--- src/rtl/dm_pkg.sv ---
package dm_pkg;
  // bit 1: predecessor of state 1, bit 0: predecessor of state 0
  typedef enum logic [1:0] {
    DEC_ALL_S0 = 2'b00,
    DEC_OWN    = 2'b10,
    DEC_ALL_S1 = 2'b11
  } dec_e;
endpackage

--- src/rtl/dm_rst_sync.sv ---
module dm_rst_sync #(
  parameter int STAGES = 2
) (
  input  logic clk,
  input  logic rst_n,
  output logic rst_sync_n
);
  logic [STAGES-1:0] chain_q;

  always_ff @(posedge clk or negedge rst_n) begin
    if (!rst_n) chain_q <= '0;
    else        chain_q <= {chain_q[STAGES-2:0], 1'b1};
  end

  assign rst_sync_n = chain_q[STAGES-1];
endmodule

--- src/rtl/dm_thresh.sv ---
module dm_thresh #(
  parameter int SMP_W = 8,
  localparam int HALF_W = SMP_W - 1,
  localparam int DW = SMP_W + 1
) (
  input  logic signed [SMP_W-1:0]  smp,
  input  logic        [HALF_W-1:0] half,
  output logic signed [DW-1:0]     thr_hi,
  output logic signed [DW-1:0]     thr_lo
);
  logic signed [DW-1:0] smp_x;
  logic signed [DW-1:0] half_x;

  assign smp_x  = {smp[SMP_W-1], smp};
  assign half_x = {{(DW-HALF_W){1'b0}}, half};

  // one adder per threshold; g=0 forms the upper, g=1 the lower
  for (genvar g = 0; g < 2; g++) begin : g_thr
    if (g == 0) begin : g_hi
      assign thr_hi = smp_x + half_x;
    end else begin : g_lo
      assign thr_lo = smp_x - half_x;
    end
  end
endmodule

--- src/rtl/dm_select.sv ---
module dm_select
  import dm_pkg::*;
#(
  parameter int DW = 9
) (
  input  logic signed [DW-1:0] diff_cur,
  input  logic signed [DW-1:0] thr_hi,
  input  logic signed [DW-1:0] thr_lo,
  output logic signed [DW-1:0] diff_new,
  output dec_e                 dec_new
);
  logic above;
  logic below;

  assign above = diff_cur > thr_hi;
  assign below = diff_cur < thr_lo;

  always_comb begin
    diff_new = diff_cur;
    dec_new  = DEC_OWN;
    unique case ({above, below})
      2'b10: begin
        diff_new = thr_hi;
        dec_new  = DEC_ALL_S1;
      end
      2'b01: begin
        diff_new = thr_lo;
        dec_new  = DEC_ALL_S0;
      end
      default: begin
        // inside the window, or the unreachable double hit: hold
        diff_new = diff_cur;
        dec_new  = DEC_OWN;
      end
    endcase
  end
endmodule

--- src/rtl/dmetric_acs.sv ---
module dmetric_acs
  import dm_pkg::*;
#(
  parameter int SMP_W = 8,
  localparam int HALF_W = SMP_W - 1,
  localparam int DW = SMP_W + 1
) (
  input  logic                    clk,
  input  logic                    rst_n,
  input  logic                    smp_vld_i,
  input  logic signed [SMP_W-1:0] smp_i,
  input  logic [HALF_W-1:0]       half_i,
  output logic signed [DW-1:0]    diff_o,
  output logic                    dec_vld_o,
  output logic [1:0]              dec_o
);
  logic                 rst_sync_n;
  logic signed [DW-1:0] thr_hi, thr_lo;
  logic signed [DW-1:0] sel_diff;
  dec_e                 sel_dec;

  logic signed [DW-1:0] diff_q, diff_d;
  dec_e                 dec_q, dec_d;
  logic                 dvld_q, dvld_d;

  dm_rst_sync #(.STAGES(2)) u_rst (
    .clk        (clk),
    .rst_n      (rst_n),
    .rst_sync_n (rst_sync_n)
  );

  dm_thresh #(.SMP_W(SMP_W)) u_thr (
    .smp    (smp_i),
    .half   (half_i),
    .thr_hi (thr_hi),
    .thr_lo (thr_lo)
  );

  dm_select #(.DW(DW)) u_sel (
    .diff_cur (diff_q),
    .thr_hi   (thr_hi),
    .thr_lo   (thr_lo),
    .diff_new (sel_diff),
    .dec_new  (sel_dec)
  );

  always_comb begin
    diff_d = diff_q;
    dec_d  = dec_q;
    dvld_d = smp_vld_i;
    if (smp_vld_i) begin
      diff_d = sel_diff;
      dec_d  = sel_dec;
    end
  end

  always_ff @(posedge clk or negedge rst_sync_n) begin
    if (!rst_sync_n) begin
      diff_q <= '0;
      dec_q  <= DEC_OWN;
      dvld_q <= 1'b0;
    end else begin
      diff_q <= diff_d;
      dec_q  <= dec_d;
      dvld_q <= dvld_d;
    end
  end

  assign diff_o    = diff_q;
  assign dec_o     = dec_q;
  assign dec_vld_o = dvld_q;
endmodule

--- config.mk ---
export PLATFORM = sky130hd
export DESIGN_NAME = dmetric_acs
export DESIGN_NICKNAME = d
export VERILOG_FILES = /design/src/rtl/dm_pkg.sv /design/src/rtl/dm_rst_sync.sv /design/src/rtl/dm_thresh.sv /design/src/rtl/dm_select.sv /design/src/rtl/dmetric_acs.sv
export SDC_FILE = /design/constraint.sdc
export NUM_CORES = 1
export LEC_CHECK = 0
export BUFFER_PORTS_ARGS = -buffer_cell sky130_fd_sc_hd__buf_4
export CORE_ASPECT_RATIO = 0.6
export CORE_UTILIZATION = 60
export CTS_CLUSTER_DIAMETER = 120
export CTS_CLUSTER_SIZE = 25
export DETAILED_ROUTE_END_ITERATION = 6
export PLACE_DENSITY = 0.81
export SKIP_LAST_GASP = 1
export SLEW_MARGIN = 30
export SYNTH_ARGS = -nofsm -noshare
export SYNTH_HDL_FRONTEND = slang
export SYNTH_HIERARCHICAL = 1
export SYNTH_SLANG_ARGS = --single-unit
--- constraint.sdc ---
create_clock -name clk -period 0.8 [get_ports clk]
set_input_delay 0 -clock clk [delete_from_list [all_inputs] [get_ports clk]]
set_output_delay 0 -clock clk [all_outputs]
set_load 0.02 [all_outputs]
==> results.cfg, run 1 <==
[outcome]
run_status = aborted with a tool error
lastStage = clock tree synthesis
first_error = [ERROR DPL-0038] Utilization greater than 100%, impossible to legalize

[floorplanning]
io_pins = 30
x_dimension_of_the_die_um = 75.0
core.rowCount = 15
floorplan.initialDensity_pct = 65.1
die_height_um = 45.8

[clock_tree]
clockRootBuffer = clkbuf_8
postCtsSetupBuffers = 29
clock_sinks = 14
hold_buffers = 1
maximum_clock_insertion_buffer_count = 2
cts_buffers = 3
cts_resized = 77
htree_levels = 1

[yosys]
synthesis.yosys.warnings = 6
synth_cells = 219
synth_cell_type_count = 51
synth_area_um2 = 1920
syn-mean-instance-area_um2 = 8.75
synth-seq-cells = 14
arithmetic_cell_share_of_the_synthesized_area_counting_full_adders_half_adders_and_majority_gates_pct = 24.3
synth.mux.area_fraction_pct = 8.94
synth_seq_area_share_pct = 18.3
synth_enable_flop_cells = 0
async_flop_share_pct = 100
dominant_combinational_cell_family_by_area_after_synthesis = adder cells
post_synth_xor_area_fraction_pct = 3.66
yosys_most_used_dff = dfrtp_1
synth_fp_nets = 273
synth-compound-area-share_pct = 20.6
yosys.area_share.simple_pct = 14.2

[placed_design]
place.detailed.hpwl_um = 5010
placed_cells = 339
globalplace.congestion = 0.913
dpl_cell_area_um2 = 2700
numPortBuffers = 29
synthesized netlist by cell type, types with 2 or more instances:
library cell  instances  area (um2)
xor2_1                2        17.5
nor2b_1               3        18.8
a211oi_1              4        30.0
xnor2_1               6        52.6
nand2_1              12        45.0
nor2_1                9        33.8
a21o_1                2        15.0
clkbuf_1              3        11.3
fa_1                  2        40.0
nor3_2                2        20.0
o21a_1                2        15.0
buf_4                 3        22.5
mux2_4               10         150
nor3_1                4        20.0
a21oi_1              13        65.1
o21bai_1              2        15.0
o21ai_0              12        60.1
inv_1                33         124
ha_1                 34         425
nand2b_1              8        50.1
a22oi_1               8        60.1
dfrtp_1              13         325
nand4_1               2        12.5
and3_1                2        12.5
buf_6                 2        22.5
through the flow:
stage | worst slack (ps) | hold WS (ps)
3_5_place_dp | -2910 | -217
3_3_place_gp | -2740 | -218
2_1_floorplan | -2400 | -296
logic make-up after synthesis:
logic type | count (synthesis)
compound gates | 56
xor+xnor | 8
fa+ha+maj | 36
buf+inv | 43
flops | 14
mux | 12
other cells | 1
simple gates | 49
==> run 2: changes to the inputs <==
--- a/config.mk
+++ b/config.mk
@@ -6,12 +6,9 @@
 export NUM_CORES = 1
 export LEC_CHECK = 0
 export BUFFER_PORTS_ARGS = -buffer_cell sky130_fd_sc_hd__buf_4
-export CORE_ASPECT_RATIO = 0.6
-export CORE_UTILIZATION = 60
-export CTS_CLUSTER_DIAMETER = 120
-export CTS_CLUSTER_SIZE = 25
+export CORE_UTILIZATION = 40
 export DETAILED_ROUTE_END_ITERATION = 6
-export PLACE_DENSITY = 0.81
+export PLACE_DENSITY_LB_ADDON = 0.15
 export SKIP_LAST_GASP = 1
 export SLEW_MARGIN = 30
 export SYNTH_ARGS = -nofsm -noshare
==> run 2 against run 1 <==
The flow now finishes, with violations (design-rule violations, negative setup slack); synthesized cell count is the same; synthesized area is the same.
==> results.cfg, run 2 <==
[outcome]
run_status = complete, but fails checks
failed_checks = design-rule violations, negative setup slack

[cells_and_area]
fin_cells = 359
finish.net_count = 362
num_antenna_cells = 0
fillers = 352
multiInputGateArea_um2 = 1670
seqCellArea_um2 = 354
most-common-layout-cells = buf_4, inv_1, buf_6
largest_reg_flops = 9
synthToLayoutAreaGrowth_pct = 60.7
share_of_final_layout_standard_cells_stronger_than_drive_strength_1_pct = 52.4
final_common_cell = buf_4

[yosys]
syn-mean-instance-area_um2 = 8.75
synthesis.yosys.warnings = 6
synth_top_area_cell = ha_1
synth_area_um2 = 1920
synth_cell_type_count = 51
top_cell_types_by_occurrence_after_synthesis = ha_1, inv_1, a21oi_1, dfrtp_1
yosys_most_used_dff = dfrtp_1
yosys-top-cells-area = ha_1, dfrtp_1, mux2_4
synth_top_cell_area_share_pct = 22.2
synth_seq_area_share_pct = 18.3
synth_most_common_cell = ha_1
synth_enable_flop_cells = 0
synth_cells = 219
async_flop_share_pct = 100
synth-seq-cells = 14
synth_fp_nets = 273

[sta]
timing.hold.ws_ps = 8.24
final_max_slew_viol_count = 0
finalSetupTns_ps = -27320
timing.final.hold_violations = 0
grt_setup_unrepaired = yes
clock.fmax_mhz = 308
postLayoutSetupSlackWorst_ps = -2440
final.period_utilization_pct = 405
setup_violations = 21
fin_worst_skew_ps = 2.34
time_the_final_worst_path_needs_with_i_o_delays_and_setup_ps = 3240

[placed_design]
numPortBuffers = 29
placed_cells = 336
pre_cts_slack_ps = -2790
globalplace.congestion = 0.797
place.detailed.hpwl_um = 3810

[clock_tree]
cts_tree = yes
htree_levels = 1
clock_sinks = 14
cts_buffers = 3
insertion_delay_ps = 240
maximum_clock_insertion_buffer_count = 2
clockRootBuffer = clkbuf_8
clkTransAtPathRegs_ps = 60

[setup_path]
crit_arrival_ps = 3370
path_delay_family = simple AND/OR/NAND/NOR gates
worstReg2RegEnd = diff_o[7]$_DFFE_PN0P_
reg2reg_from = diff_o[5]$_DFFE_PN0P_
critPathMaxStageDelay_ps = 440
worstSetupStartpointType = primary input
element_type_at_the_critical_path_end = flop
crit_type = in2reg
crit_buf_inv = 4
worstPathMaxFanout = 6
critPathSlowestCell = or3_4
worst_path_most_repeated_cell = ha_4
reg2reg_setup_slack_ps = -1870
timing.critical_path.cells = buf_4, inv_4, ha_4, o21ai_4, a21oi_4, or4_4, o311ai_4, inv_1, ha_1, nand4_1, or3_4, a22o_1, o21a_1, ha_4, buf_6, o21ai_1, mux2_4
crit_required_ps = 930
worst_r2r_path_depth = 9

[route]
drc_errors = 2
routed-via-count = 1893
drtIter0Drc = 65
top_layer_used = met4
met3_length_um = 155
drt-vias-per-instance = 5.27
drtPass1Iterations = 6
met2_length_um = 2680
routedLengthMet1_um = 2440
wl_per_cell_um = 14.8
routed_wl_um = 5310
drt.antenna.violating_nets = 0

[floorplanning]
core.rowCount = 24
floorplan.die_area_um2 = 5070
x_dimension_of_the_die_um = 71.2
core_um2 = 4470
io_pins = 30
die_height_um = 71.2
floorplan.initialDensity_pct = 42.8

[hold_path]
holdCritStartpoint = smp_vld_i
timing.hold.worst.class = in2reg
worstHoldPathCells = 1
hold_path_end = dec_vld_o$_DFF_PN0_

[global_routing]
grt_pass1_wl_um = 8940
first_global_vias = 1927
grt.overflow.total = 0
pin_count_of_the_biggest_net_entering_global_routing = 13
grt.total_usage_pct = 22.1
antenna_found_initial = 0

[power_and_ir_drop]
power_density_nw_per_um2 = 2810
total_power_consumption_mw = 8.65
max-vdd-ir-drop_mv = 1.66
power.leakage_nw = 1.51

[flow_run]
max_cap_viol_count = 0
==> run 2: cell counts after synthesis <==
Identical to the previous run, type by type.
==> run 2: stage by stage <==
stage / cell area, um2 / util, %
floorplan: 2100 / -
global placement: 2610 / 58.4
detailed placement: 2610 / 58.4
CTS: 3040 / 67.8
global route: 3080 / 68.8
finish: 3080 / 68.8
==> run 2: layout make-up <==
| type | instances | share of cell area, % |
|---|---|---|
| tap | 52 | 2.11 |
| timing repair buffer | 94 | 26.4 |
| multi-input combinational | 162 | 54.1 |
| sequential | 14 | 11.5 |
| inverter | 33 | 4.43 |
| clock buffer | 4 | 1.46 |
==> run 2: report_power, final <==
| group | leakage, nW | switching (mW) | internal (mW) |
|---|---|---|---|
| sequential | 0.172 | 0.248 | 0.967 |
| clock | 0.0228 | 0.252 | 0.352 |
| combinational | 1.31 | 3.05 | 3.79 |
==> run 2: logic make-up (layout without fill, tap and decap cells) <==
logic type,after synthesis,count (layout),synth area share [%]
adder cells (fa/ha/maj),36,36,24.3
AND/OR/NAND/NOR,49,49,14.2
XOR/XNOR,8,8,3.66
AO/OA/AOI/OAI,56,56,20.6
other,1,1,0.196
flip-flops,14,14,18.3
buffers and inverters,43,131,9.86
multiplexers,12,12,8.94
==> run 2: how the worst max path moves through the flow <==
stage                                 end  slack, ps      start  cells after the start
finish              diff_o[7]$_DFFE_PN0P_      -2440  half_i[2]                     17
global route        diff_o[0]$_DFFE_PN0P_      -2520  half_i[5]                     17
CTS                 diff_o[0]$_DFFE_PN0P_      -2290   smp_i[0]                     18
detailed placement  diff_o[1]$_DFFE_PN0P_      -2790  half_i[3]                     16
global placement    diff_o[0]$_DFFE_PN0P_      -2760   smp_i[3]                     16
floorplan           diff_o[7]$_DFFE_PN0P_      -2400   smp_i[2]                     18
==> run 2: repair_timing <==
item,CTS,global route
hold buffers,1,0
gates resized for setup,63,8
pin swaps,21,5
setup endpoints to repair,21,23
cloned,1,0
hold endpoints to repair,2,0
buffers inserted,16,2
==> run 2: routing by layer <==
layer  vias to the layer above  track usage, %
li1                        943               -
met2                        38            40.5
met5                         -               0
met1                       908            28.3
met3                         4            3.23
met4                         0            2.67
==> run 2: worst register-to-register path: stages (launching register included) <==
cell     delay (ps)
dfrtp_1         430
ha_1            340
nand4_1         180
or3_4           440
a22o_1          210
o21a_1          160
ha_4            350
buf_6           140
o21ai_1          70
mux2_4          250
Power figures use the tool's default switching activity.
==> run 3: changes to the inputs <==
--- a/config.mk
+++ b/config.mk
@@ -6,8 +6,9 @@
 export NUM_CORES = 1
 export LEC_CHECK = 0
 export BUFFER_PORTS_ARGS = -buffer_cell sky130_fd_sc_hd__buf_4
-export CORE_UTILIZATION = 40
+export CORE_AREA = 2 2 63 65
 export DETAILED_ROUTE_END_ITERATION = 6
+export DIE_AREA = 0 0 65 67
 export PLACE_DENSITY_LB_ADDON = 0.15
 export SKIP_LAST_GASP = 1
 export SLEW_MARGIN = 30
==> run 3 against run 2 <==
The flow finishes with violations (negative setup slack); clock skew about the same; critical endpoint is now diff_o[4]$_DFFE_PN0P_; count of clock-buffer cells in the layout unchanged; global-route usage up 8.2 points; register-to-register slack worse by 210 ps; design area up 10%; largest power group unchanged; worst hold slack better by 3.2 ps; non-clock buffer count up 13; sequential power up 9.9%; first-iteration DRC count rose to 5.8 times the previous value; via count up 30%; highest routed layer unchanged.
==> results.cfg, run 3 (same netlist as run 2, synthesis figures left out) <==
[outcome]
run_status = complete, but fails checks
failed_checks = negative setup slack

[placed_design]
globalplace.congestion = 0.883
place.detailed.hpwl_um = 3990
pre_cts_slack_ps = -2740
placed_cells = 335
numPortBuffers = 29

[clock_tree]
clock_sinks = 14
insertion_delay_ps = 250
cts_tree = yes
htree_levels = 1
maximum_clock_insertion_buffer_count = 2
clkTransAtPathRegs_ps = 60
cts_buffers = 3
clockRootBuffer = clkbuf_8

[hold_path]
timing.hold.worst.class = in2reg

[setup_path]
critPathMaxStageDelay_ps = 410
critPathSlowestCell = or3_1
crit_arrival_ps = 3770
worstPathMaxFanout = 6
crit_required_ps = 940
element_type_at_the_critical_path_end = flop
crit_type = in2reg
worstSetupStartpointType = primary input
timing.critical_path.cells = buf_4, inv_4, ha_4, buf_6, nor2_1, a211oi_4, o21a_1, o21bai_1, inv_1, ha_1, nand4_1, or3_1, a22o_1, o21a_1, ha_4, buf_6, a22oi_2, o21ai_2, mux2_4

[cells_and_area]
final_common_cell = buf_4
synthToLayoutAreaGrowth_pct = 76.9
largest_reg_flops = 9
num_antenna_cells = 0
share_of_final_layout_standard_cells_stronger_than_drive_strength_1_pct = 60.9
finish.utilization_pct = 94.0
finish.net_count = 375
most-common-layout-cells = buf_4, buf_6, inv_1
fin_cells = 368

[floorplanning]
io_pins = 30
x_dimension_of_the_die_um = 65
core_um2 = 3610
die_height_um = 67
floorplan.die_area_um2 = 4360
floorplan.initialDensity_pct = 53.2
core.rowCount = 22

[global_routing]
grt.total_usage_pct = 30.3
antenna_found_initial = 0
met1_usage_pct = 32.7
global_route.usage.met3_pct = 2.36
grt.overflow.total = 0
grt.met2_usage_pct = 59.1
first_global_vias = 2208
grt.busiest_layer = met2
grt_pass1_wl_um = 10100
pin_count_of_the_biggest_net_entering_global_routing = 13

[sta]
time_the_final_worst_path_needs_with_i_o_delays_and_setup_ps = 3630
postLayoutSetupSlackWorst_ps = -2830
fin_worst_skew_ps = 2.59
final_max_slew_viol_count = 0
clock.fmax_mhz = 275
grt_setup_unrepaired = yes
setup_violations = 21
final.period_utilization_pct = 454
timing.final.hold_violations = 0

[flow_run]
max_cap_viol_count = 0

[route]
routed-via-count = 2453
drt-vias-per-instance = 6.67
routed_wl_um = 9680
drt.antenna.violating_nets = 0
drc_errors = 0
drtIter0Drc = 379
drtPass1Iterations = 5
wl_per_cell_um = 26.3

[power_and_ir_drop]
power_density_nw_per_um2 = 3250
power.leakage_nw = 1.61
total_power_consumption_mw = 11.0
max-vdd-ir-drop_mv = 1.47
==> run 3: cell count changes in the layout (fill, tap and decap cells not counted), sizes merged <==
cell	delta
buf	+13
==> run 3: layout make-up <==
type / count / area (um2)
fill: 113 / 215
multi-input combinational: 162 / 1840
sequential: 14 / 357
clock buffer: 4 / 55.1
tap: 48 / 60.1
timing repair buffer: 107 / 936
inverter: 33 / 139
==> run 3: final timing paths <==
kind / endpoint / slack [ps] / cells after the start / from
hold / removal: dec_vld_o$_DFF_PN0_ / 10 / 1 / smp_vld_i
max in group asynchronous: dec_o[1]$_DFFE_PN1P_ / 370 / 1 / u_rst/chain_q[1]$_DFF_PN0_
min in group asynchronous: u_rst/chain_q[0]$_DFF_PN0_ / 120 / 2 / rst_n
setup reg to reg: diff_o[4]$_DFFE_PN0P_ / -2080 / 10 / diff_o[8]$_DFFE_PN0P_
setup / recovery: diff_o[4]$_DFFE_PN0P_ / -2830 / 19 / half_i[3]
hold reg to reg: diff_o[1]$_DFFE_PN0P_ / 190 / 1 / u_rst/chain_q[1]$_DFF_PN0_
==> run 3: repair_timing <==
action                                 4_1_cts  5_1_grt
endpoints found under the hold margin        2        0
hold buffers                                 1        0
pin swaps                                   25       35
gates cloned                                 1        0
buffers inserted                            18       11
setup endpoints to repair                   21       22
gates resized for setup                     64       46
==> run 3: layer usage <==
metal,vias to the layer above,part of all wire [%]
met5,-,0
met4,0,8.8
met3,89,9.3
met2,244,47
met1,1157,35
li1,963,-
==> run 3: report_power, final <==
group          internal (mW)  switching [mW]
sequential             0.973           0.353
clock                  0.437           0.290
combinational           4.45            4.53
total                   5.86            5.17
==> run 3: critical path: cells and delay by family <==
family	cells	cell delay (ps)
AOI/OAI and AO/OA	7	1320
buffers and inverters	5	510
and+or+nand+nor	3	870
muxes	1	270
adders and majority gates	3	810
==> run 3: per-stage QoR <==
| stage | TNS [ps] | cell area [um2] | hold slack [ps] |
|---|---|---|---|
| global route | -31450 | 3390 | 5.07 |
| finish | -30930 | 3390 | 11.4 |
| detailed placement | -29300 | 2640 | -216 |
| floorplan | -25330 | 2100 | -296 |
| CTS | -25560 | 3090 | 4.41 |
| global placement | -29140 | 2640 | -217 |
==> run 4: changes to the inputs <==
--- a/config.mk
+++ b/config.mk
@@ -9,6 +9,7 @@
 export CORE_AREA = 2 2 63 65
 export DETAILED_ROUTE_END_ITERATION = 6
 export DIE_AREA = 0 0 65 67
+export HOLD_SLACK_MARGIN = 0.05
 export PLACE_DENSITY_LB_ADDON = 0.15
 export SKIP_LAST_GASP = 1
 export SLEW_MARGIN = 30
==> run 4 against run 3 <==
The run still ends with negative setup slack left; sequential share of layout area barely moved; critical path depth did not move; maximum frequency rose by 3.0%; core utilization rose by 0.28 points; via count rose by 0.16%; largest cell class unchanged; highest routed layer unchanged.
==> results.cfg, run 4 (same netlist as run 2, synthesis figures left out) <==
[outcome]
failed_checks = negative setup slack
run_status = complete, but fails checks

[clock_tree]
clkTransAtPathRegs_ps = 60
insertion_delay_ps = 250
cts_buffers = 3
clockRootBuffer = clkbuf_8
maximum_clock_insertion_buffer_count = 2
clock_sinks = 14
htree_levels = 1
cts_tree = yes

[global_routing]
grt_pass1_wl_um = 10100
antenna_found_initial = 0
global_route.usage.met3_pct = 2.36
grt.met2_usage_pct = 59.1
grt.busiest_layer = met2
first_global_vias = 2208
grt.overflow.total = 0
met1_usage_pct = 32.9
grt.total_usage_pct = 30.4
pin_count_of_the_biggest_net_entering_global_routing = 13

[route]
drtIter0Drc = 272
routed_wl_um = 9480
routed-via-count = 2457
wl_per_cell_um = 25.7
drt.antenna.violating_nets = 0
drc_errors = 0
drtPass1Iterations = 5
drt-vias-per-instance = 6.66

[power_and_ir_drop]
power_density_nw_per_um2 = 3270
total_power_consumption_mw = 11.1
power.leakage_nw = 1.62
max-vdd-ir-drop_mv = 1.43

[sta]
timing.final.hold_violations = 0
clock.fmax_mhz = 284
setup_violations = 22
final.period_utilization_pct = 441
fin_worst_skew_ps = 4.84
finalSetupTns_ps = -30860
final_max_slew_viol_count = 0
time_the_final_worst_path_needs_with_i_o_delays_and_setup_ps = 3530
grt_setup_unrepaired = yes
postLayoutSetupSlackWorst_ps = -2730
timing.hold.ws_ps = 147

[cells_and_area]
fin_cells = 369
num_antenna_cells = 0
design_area_um2 = 3400
most-common-layout-cells = buf_4, buf_6, inv_1
synthToLayoutAreaGrowth_pct = 77.4
final_common_cell = buf_4
finish.net_count = 376
share_of_final_layout_standard_cells_stronger_than_drive_strength_1_pct = 60.7
largest_reg_flops = 9
finish.utilization_pct = 94.3

[floorplanning]
core.rowCount = 22
x_dimension_of_the_die_um = 65
die_height_um = 67
core_um2 = 3610
floorplan.initialDensity_pct = 53.2
io_pins = 30
floorplan.die_area_um2 = 4360

[setup_path]
worstSetupStartpointType = primary input
worst_path_most_repeated_cell = ha_4
critPathMaxStageDelay_ps = 450
timing.critical_path.cells = buf_6, ha_4, fa_2, nor2b_4, nor3_2, o41ai_2, buf_4, a21oi_4, inv_2, ha_4, nor3b_2, o21ai_1, a211oi_2, a311o_1, ha_4, buf_6, nand2_1, o21ai_1, mux2_4
crit_type = in2reg
crit_required_ps = 940
worstPathMaxFanout = 6
element_type_at_the_critical_path_end = flop
crit_arrival_ps = 3670
critPathSlowestCell = a211oi_2

[flow_run]
max_cap_viol_count = 0

[placed_design]
pre_cts_slack_ps = -2740
place.detailed.hpwl_um = 3990
numPortBuffers = 29
globalplace.congestion = 0.883
placed_cells = 335
dpl_cell_area_um2 = 2640

[hold_path]
timing.hold.worst.class = in2async
-- run 4: what timing repair did --
item | 4_1_cts | 5_1_grt
buffers inserted | 18 | 11
resized for setup | 64 | 46
endpoints found under the hold margin | 3 | 0
hold buffers | 2 | 0
gates cloned | 1 | 0
setup endpoints to repair | 21 | 22
pin swaps | 25 | 35
-- run 4: area by class of cell --
type	count	area, um2
Inverter	33	139
Sequential cell	14	357
Clock buffer	4	55.1
Multi-Input combinational cell	162	1840
Tap cell	48	60.1
Timing Repair Buffer	108	946
Fill cell	105	205
-- run 4: path summary, 6_finish.rpt --
check,start,end,slack [ps],depth (start not counted)
max,half_i[0],diff_o[7]$_DFFE_PN0P_,-2730,19
min,rst_n,u_rst/chain_q[0]$_DFF_PN0_,150,2
max reg2reg,diff_o[3]$_DFFE_PN0P_,diff_o[4]$_DFFE_PN0P_,-2080,10
min reg2reg,u_rst/chain_q[1]$_DFF_PN0_,dec_o[0]$_DFFE_PN0P_,170,1
max in group asynchronous,u_rst/chain_q[1]$_DFF_PN0_,dec_o[1]$_DFFE_PN1P_,400,1
min in group clk,smp_vld_i,diff_o[8]$_DFFE_PN0P_,190,2
-- run 4: power breakdown --
group | switching, mW | internal (mW) | leakage [nW] | total [mW]
clock | 0.286 | 0.437 | 0.0288 | 0.724
sequential | 0.354 | 0.972 | 0.169 | 1.33
combinational | 4.62 | 4.46 | 1.42 | 9.07
total | 5.26 | 5.86 | 1.62 | 11.1
-- run 4: critical path, delay by kind of cell --
kind	cells	cell delay (ps)
AOI/OAI and AO/OA	6	1260
adders and majority gates	4	1080
and+or+nand+nor	4	570
buffers and inverters	4	480
muxes	1	270
-- run 4: layer usage --
| metal | part of all wire (%) | vias up |
|---|---|---|
| met5 | 0 | - |
| met4 | 9.6 | 0 |
| met3 | 8.6 | 99 |
| met2 | 47 | 224 |
| met1 | 34 | 1163 |
| li1 | - | 971 |
